File: config.mk
export PLATFORM = sky130hd
export DESIGN_NAME = incdec_unit
export DESIGN_NICKNAME = d
export VERILOG_FILES = /design/src/rtl/incdec_pkg.sv /design/src/rtl/incdec_decode.sv /design/src/rtl/incdec_alu.sv /design/src/rtl/incdec_timing.sv /design/src/rtl/incdec_unit.sv
export SDC_FILE = /design/constraint.sdc
export NUM_CORES = 1
export LEC_CHECK = 0
export CAP_MARGIN = 20
export CORE_MARGIN = 2
export CORE_UTILIZATION = 48
export DETAILED_ROUTE_END_ITERATION = 8
export DONT_BUFFER_PORTS = 1
export PLACE_DENSITY = 0.6
export SLEW_MARGIN = 20
export SYNTH_ARGS = -nofsm -noshare
export SYNTH_HDL_FRONTEND = slang
export SYNTH_SLANG_ARGS = --single-unit
File: constraint.sdc
create_clock -name clk -period 2.7 [get_ports clk]
set_input_delay 0.135 -clock clk [delete_from_list [all_inputs] [get_ports clk]]
set_output_delay 0.135 -clock clk [all_outputs]
set_load 0.005 [all_outputs]
File: src/rtl/incdec_pkg.sv
package incdec_pkg;

    localparam int PSW_W  = 3;
    localparam int CY_BIT = 0;
    localparam int Z_BIT  = 1;
    localparam int SK_BIT = 2;

    typedef enum logic [1:0] {
        K_NONE = 2'd0,
        K_REG  = 2'd1,
        K_MEM  = 2'd2
    } kind_e;

    typedef enum logic [1:0] {
        S_IDLE = 2'd0,
        S_RUN  = 2'd1,
        S_ERR  = 2'd2
    } st_e;

    typedef struct packed {
        kind_e      kind;
        logic       dec;
        logic [1:0] rsel;
    } op_t;

endpackage

File: src/rtl/incdec_decode.sv
module incdec_decode
    import incdec_pkg::*;
(
    input  logic [7:0] opcode,
    output op_t        op
);
    always_comb begin
        op = '{kind: K_NONE, dec: 1'b0, rsel: 2'd0};
        unique case (opcode)
            8'h41: op = '{kind: K_REG, dec: 1'b0, rsel: 2'd0};
            8'h42: op = '{kind: K_REG, dec: 1'b0, rsel: 2'd1};
            8'h43: op = '{kind: K_REG, dec: 1'b0, rsel: 2'd2};
            8'h51: op = '{kind: K_REG, dec: 1'b1, rsel: 2'd0};
            8'h52: op = '{kind: K_REG, dec: 1'b1, rsel: 2'd1};
            8'h53: op = '{kind: K_REG, dec: 1'b1, rsel: 2'd2};
            8'h20: op = '{kind: K_MEM, dec: 1'b0, rsel: 2'd0};
            8'h30: op = '{kind: K_MEM, dec: 1'b1, rsel: 2'd0};
            default: op = '{kind: K_NONE, dec: 1'b0, rsel: 2'd0};
        endcase
    end
endmodule

File: src/rtl/incdec_alu.sv
module incdec_alu #(
    parameter int DW = 8
) (
    input  logic [DW-1:0] data,
    input  logic          dec,
    output logic [DW-1:0] res,
    output logic          wrap,
    output logic          zero
);
    localparam logic [DW-1:0] ONE  = {{(DW-1){1'b0}}, 1'b1};
    localparam logic [DW-1:0] ONES = {DW{1'b1}};

    always_comb begin
        res  = dec ? (data - ONE) : (data + ONE);
        zero = (res == '0);
        wrap = dec ? (res == ONES) : zero;
    end
endmodule

File: src/rtl/incdec_timing.sv
module incdec_timing
    import incdec_pkg::*;
#(
    parameter bit SLOW_TIMING = 1'b0,
    parameter int REG_FAST    = 4,
    parameter int MEM_FAST    = 13,
    parameter int REG_SLOW    = 6,
    parameter int MEM_SLOW    = 17,
    parameter int CW          = 5
) (
    input  kind_e         kind,
    output logic [CW-1:0] cap_cnt,
    output logic [CW-1:0] mod_cnt,
    output logic [CW-1:0] last_cnt
);
    logic [CW-1:0] reg_last, mem_last;

    generate
        if (SLOW_TIMING) begin : g_slow
            assign reg_last = CW'(REG_SLOW);
            assign mem_last = CW'(MEM_SLOW);
        end else begin : g_fast
            assign reg_last = CW'(REG_FAST);
            assign mem_last = CW'(MEM_FAST);
        end
    endgenerate

    always_comb begin
        if (kind == K_MEM) begin
            cap_cnt  = CW'(3);
            mod_cnt  = CW'(4);
            last_cnt = mem_last;
        end else begin
            cap_cnt  = CW'(1);
            mod_cnt  = CW'(2);
            last_cnt = reg_last;
        end
    end
endmodule

File: src/rtl/incdec_unit.sv
module incdec_unit
    import incdec_pkg::*;
#(
    parameter int DW          = 8,
    parameter int AW          = 16,
    parameter bit SLOW_TIMING = 1'b0,
    parameter int REG_FAST    = 4,
    parameter int MEM_FAST    = 13,
    parameter int REG_SLOW    = 6,
    parameter int MEM_SLOW    = 17
) (
    input  logic              clk,
    input  logic              rst_n,
    input  logic              start,
    input  logic [7:0]        opcode,
    input  logic [DW-1:0]     operand,
    input  logic [AW-DW-1:0]  page_hi,
    input  logic [PSW_W-1:0]  psw_in,
    output logic [1:0]        rf_sel,
    input  logic [DW-1:0]     rf_rdata,
    output logic              rf_we,
    output logic [DW-1:0]     rf_wdata,
    output logic [AW-1:0]     mem_addr,
    output logic              mem_re,
    input  logic [DW-1:0]     mem_rdata,
    output logic              mem_we,
    output logic [DW-1:0]     mem_wdata,
    input  logic              mem_wready,
    output logic              busy,
    output logic              done,
    output logic              psw_we,
    output logic [PSW_W-1:0]  psw_out,
    output logic              illegal_err
);
    localparam int PW     = AW - DW;
    localparam int MAXCNT = (MEM_SLOW > MEM_FAST) ? MEM_SLOW : MEM_FAST;
    localparam int CW     = $clog2(MAXCNT + 1);

    typedef struct packed {
        st_e              st;
        logic [CW-1:0]    cnt;
        op_t              op;
        logic [DW-1:0]    imm;
        logic [PW-1:0]    page;
        logic [DW-1:0]    data;
        logic [DW-1:0]    res;
        logic             wrap;
        logic             zero;
        logic [PSW_W-1:0] psw;
    } ctx_t;

    ctx_t ctx_d, ctx_q;

    op_t           dec_op;
    logic [DW-1:0] alu_res;
    logic          alu_wrap, alu_zero;
    logic [CW-1:0] cap_cnt, mod_cnt, last_cnt;
    logic          run, last_hit, is_reg, is_mem;

    incdec_decode u_decode (
        .opcode (opcode),
        .op     (dec_op)
    );

    incdec_alu #(.DW(DW)) u_alu (
        .data (ctx_q.data),
        .dec  (ctx_q.op.dec),
        .res  (alu_res),
        .wrap (alu_wrap),
        .zero (alu_zero)
    );

    incdec_timing #(
        .SLOW_TIMING (SLOW_TIMING),
        .REG_FAST    (REG_FAST),
        .MEM_FAST    (MEM_FAST),
        .REG_SLOW    (REG_SLOW),
        .MEM_SLOW    (MEM_SLOW),
        .CW          (CW)
    ) u_timing (
        .kind     (ctx_q.op.kind),
        .cap_cnt  (cap_cnt),
        .mod_cnt  (mod_cnt),
        .last_cnt (last_cnt)
    );

    assign run      = (ctx_q.st == S_RUN);
    assign is_reg   = run && (ctx_q.op.kind == K_REG);
    assign is_mem   = run && (ctx_q.op.kind == K_MEM);
    assign last_hit = run && (ctx_q.cnt == last_cnt);

    // next-state logic
    always_comb begin
        ctx_d = ctx_q;
        unique case (ctx_q.st)
            S_IDLE: begin
                if (start) begin
                    if (dec_op.kind == K_NONE) begin
                        ctx_d.st = S_ERR;
                    end else begin
                        ctx_d.st   = S_RUN;
                        ctx_d.cnt  = CW'(1);
                        ctx_d.op   = dec_op;
                        ctx_d.imm  = operand;
                        ctx_d.page = page_hi;
                        ctx_d.psw  = psw_in;
                        ctx_d.wrap = 1'b0;
                        ctx_d.zero = 1'b0;
                    end
                end
            end
            S_ERR: begin
                ctx_d.st = S_IDLE;
            end
            S_RUN: begin
                if (ctx_q.cnt == cap_cnt) begin
                    ctx_d.data = (ctx_q.op.kind == K_MEM) ? mem_rdata : rf_rdata;
                end
                if (ctx_q.cnt == mod_cnt) begin
                    ctx_d.res  = alu_res;
                    ctx_d.wrap = alu_wrap;
                    ctx_d.zero = alu_zero;
                end
                if (ctx_q.cnt == last_cnt) begin
                    if (ctx_q.op.kind == K_REG || mem_wready) begin
                        ctx_d.st  = S_IDLE;
                        ctx_d.cnt = '0;
                    end
                end else begin
                    ctx_d.cnt = ctx_q.cnt + CW'(1);
                end
            end
            default: ctx_d.st = S_IDLE;
        endcase
    end

    always_ff @(posedge clk or negedge rst_n) begin
        if (!rst_n) ctx_q <= '0;
        else        ctx_q <= ctx_d;
    end

    // outputs
    always_comb begin
        logic [PSW_W-1:0] w;
        busy        = run;
        illegal_err = (ctx_q.st == S_ERR);
        rf_sel      = is_reg ? ctx_q.op.rsel : 2'd0;
        rf_we       = last_hit && (ctx_q.op.kind == K_REG);
        rf_wdata    = rf_we ? ctx_q.res : '0;
        mem_addr    = is_mem ? {ctx_q.page, ctx_q.imm} : '0;
        mem_re      = is_mem && (ctx_q.cnt == CW'(2));
        mem_we      = last_hit && (ctx_q.op.kind == K_MEM);
        mem_wdata   = mem_we ? ctx_q.res : '0;
        done        = rf_we || (mem_we && mem_wready);
        psw_we      = done;
        w           = ctx_q.psw;
        w[Z_BIT]    = ctx_q.zero;
        w[SK_BIT]   = ctx_q.psw[SK_BIT] | ctx_q.wrap;
        psw_out     = done ? w : '0;
    end
endmodule

==> key figures <==
Critical path
  – Reg-to-Reg End: ctx_q[4]$_DFFE_PN0P_
  – Crit path cell chain: ha_1 -> a211oi_1 -> nor4b_1 -> nor4_1 -> nand4_1 -> o21ai_2
  – CP startpoint kind: flop
  – Critical path arrival: 2.73 ns
  – Critical path class: flop to flop
  – Crit-path max cell delay: 0.61 ns
  – Crit path max fanout: 11
  – FF-to-FF path depth: 6
  – Reg2reg start: ctx_q[39]$_DFFE_PN0P_
  – Reg2reg setup slack: 0.21 ns
  – CP endpoint kind: flop
  – Slowest cell on crit path: dfrtp_1
  – Crit path required time: 2.94 ns

Clock tree
  – Clock Path Buffers: 2
  – Clock slew at reported path FFs: 0.10 ns
  – CTS tree: yes
  – Clk sinks: 48
  – Root buffer cell: clkbuf_8
  – Post CTS Setup Buffer Count: 0
  – H-tree depth: 2
  – Clk Latency, worst-skew pair: 0.31 ns
  – CTS Buf Count: 5

Global routing
  – First-pass GRT wire length: about 11 mm
  – Number of global-route vias before repair: approximately 2,200
  – Grt total ovfl: 0
  – Initial antenna violation count: 0
  – Pin count of the biggest net entering global routing: 49
  – Total GRT Usage: roughly 21%

Cells and area
  – Top reg by flops: ctx_q
  – Number of diodes: 0
  – Final cell count without fillers: 437
  – # fillers: 542
  – Largest registers: ctx_q x48
  – Most frequent cells in the layout: nand2_1 (94), dfrtp_1 (48), and3_1 (24), dlygate4sd3_1 (24), o21ai_0 (23)
  – Largest register FFs: 48
  – Area growth, synth to finish: 17.1%
  – Nets: 419
  – Final core utilization: 57.3%
  – Commonest non-fill, non-tap cell in the layout: nand2_1
  – Ratio of cells with drive above 1 in the final layout: 6.91%

Route
  – Drt pass-1 iters: 5
  – Drt total wl: between 6 and 7 mm
  – Avg WL per Cell: approximately 15 µm
  – Drt drc: 0
  – DR vias/cell: approximately 5.4
  – Vias: roughly 2,400
  – DRT antenna net count: 0
  – Initial DRC count: 83

Placement
  – Dpl cells: roughly 400
  – Routability cong.: ~0.81
  – Post-place setup slack: 0.231 ns
  – I/O Buffers: 0
  – DP Wirelength: 4.44 mm

Power and ir drop
  – Int Pwr: around 1800 µW
  – Switching power total: 1070 µW
  – Pwr dens: 858 nW/µm²
  – Clock network fraction of total power: 22.0%
  – Comb power frac: 37.8%
  – Part of the power in registers: 40.1%
  – Worst IR Drop VDD: 473 µV
  – Sw Ratio: 37.1%
  – P_leak: between 0.0015 and 0.002 µW

Floorplan
  – Num rows: 28
  – Die Ht: 81.2 µm
  – Die Wd: 81.2 µm
  – Core area: 5850 µm²
  – I/O Pins: 91
  – Die area: between 6000 and 7000 µm²
  – Initial Util: 48.9%

Synth
  – Post-synth EDFFs: 0
  – Synth Warn #: 0
  – Post-synthesis instance area: ~2900 µm²
  – Register bit count reported by yosys: 48
  – Sequential area share after synthesis: 42.0%
  – Mapped Nets: 393
  – Synth Area per Inst: between 8 and 9 µm²
  – Main synth FF type: dfrtp_1
  – Asr flop ratio synth: 100%
  – Cell variety after synth: 49
  – Syn Inst Count: 335

Outcome
  – Outcome: finished, final reports clean

Min path
  – Worst Hold Depth: 2
  – Worst Hold Path EP: ctx_q[17]$_DFFE_PN0P_
  – Worst Hold Class: input port to flop
  – Hold_sp: rf_rdata[4]

Timing
  – # setup viols final: 0
  – Final setup margin: 0.209 ns
  – Least-Margin Pin Slew: 0.539 ns
  – Max Clock Freq: 401 MHz
  – Unrepaired setup endpoints after global routing: false
  – Max-slew violations: 0
  – Setup TNS Final: 0 ns
  – Period utilization: 92.3%
  – Worst hold margin: ~0.022 ns
  – Layout Skew: 0.0114 ns
  – Count of final hold-check violations: 0
  – Tmin final: 2.49 ns
  – Normalized max-slew margin: 64.0%

Job
  – Max_cap viols: 0
## layout make-up
| class | instances | area (µm²) | area share (%) |
|---|---|---|---|
| sequential | 48 | 1200 | 35.8 |
| timing repair buffer | 32 | 320 | 9.56 |
| inverter | 8 | 30.0 | 0.896 |
| clock inverter | 3 | 68.8 | 2.05 |
| multi-input combinational | 266 | 1570 | 46.8 |
| tap | 75 | 93.8 | 2.80 |
| clock buffer | 5 | 68.8 | 2.05 |
## Yosys cell counts (all sizes together) (4+ instances only)
cell / n / area, µm²
nand2: 94 / 353
o21ai: 24 / 124
nand3: 5 / 25.0
nor3: 5 / 25.0
a21oi: 6 / 30.0
ha: 10 / 125
inv: 8 / 30.0
and3: 24 / 150
and2: 22 / 138
dfrtp: 48 / 1200
nand4: 4 / 25.0
clkbuf: 10 / 37.5
nor2: 13 / 48.8
mux2i: 9 / 90.1
nor2b: 4 / 27.5
nand2b: 4 / 25.0
## kinds of logic (layout without fill, tap and decap cells)
kind of cell	count (synthesis)	after routing	share of synthesized area, %
flops	48	48	42.0
xor+xnor	6	6	1.84
simple gates	188	188	32.6
compound gates	49	49	10.9
buf+inv	21	48	3.19
mux	12	12	4.46
fa+ha+maj	11	11	5.07
## worst max-delay path by stage
stage                          startpoint                   end  slack (ns)
floorplan           ctx_q[39]$_DFFE_PN0P_  ctx_q[4]$_DFFE_PN0P_        0.48
global placement    ctx_q[39]$_DFFE_PN0P_  ctx_q[4]$_DFFE_PN0P_        0.31
detailed placement  ctx_q[39]$_DFFE_PN0P_  ctx_q[4]$_DFFE_PN0P_        0.23
CTS                 ctx_q[39]$_DFFE_PN0P_  ctx_q[4]$_DFFE_PN0P_        0.21
global route        ctx_q[39]$_DFFE_PN0P_  ctx_q[4]$_DFFE_PN0P_        0.03
finish              ctx_q[39]$_DFFE_PN0P_  ctx_q[4]$_DFFE_PN0P_        0.21
## per-stage QoR
| step | instance area [µm²] | power, µW |
|---|---|---|
| detailed placement | 2950 | 2210 |
| floorplan | 2860 | 1970 |
| global placement | 2950 | 2180 |
| finish | 3350 | 2870 |
| CTS | 3350 | 2900 |
| global route | 3350 | 3150 |
## power groups by stage
stage	sequential (µW)	combinational (µW)	clock, µW
3_5_place_dp	1170	1040	0
3_3_place_gp	1160	1020	0
2_1_floorplan	1110	858	0
4_1_cts	1150	1090	653
5_1_grt	1200	1270	675
6_report	1150	1090	634
## repair_timing
| item | 4_1_cts | 5_1_grt |
|---|---|---|
| hold buffers | 25 | 0 |
| resized for setup | 0 | 0 |
| endpoints found under the hold margin | 70 | 0 |
## per-layer routing
metal  vias up  wire length, µm  global-route usage (%)  share of wire, %
li1       1188                -                       -                 -
met1      1106             2930                    27.6                46
met2        60             3020                    33.4                47
met3        11              302                    4.56               4.7
met4         0              119                    6.61               1.9
met5         -                0                       0                 0
## worst max-delay path, delay by kind of cell (launching register included)
kind / cells / cell delay (ns)
AOI/OAI and AO/OA: 2 / 0.62
adders and majority gates: 1 / 0.35
DFF: 1 / 0.61
and+or+nand+nor: 3 / 0.84
No activity file was read; power rests on OpenSTA's default activity.
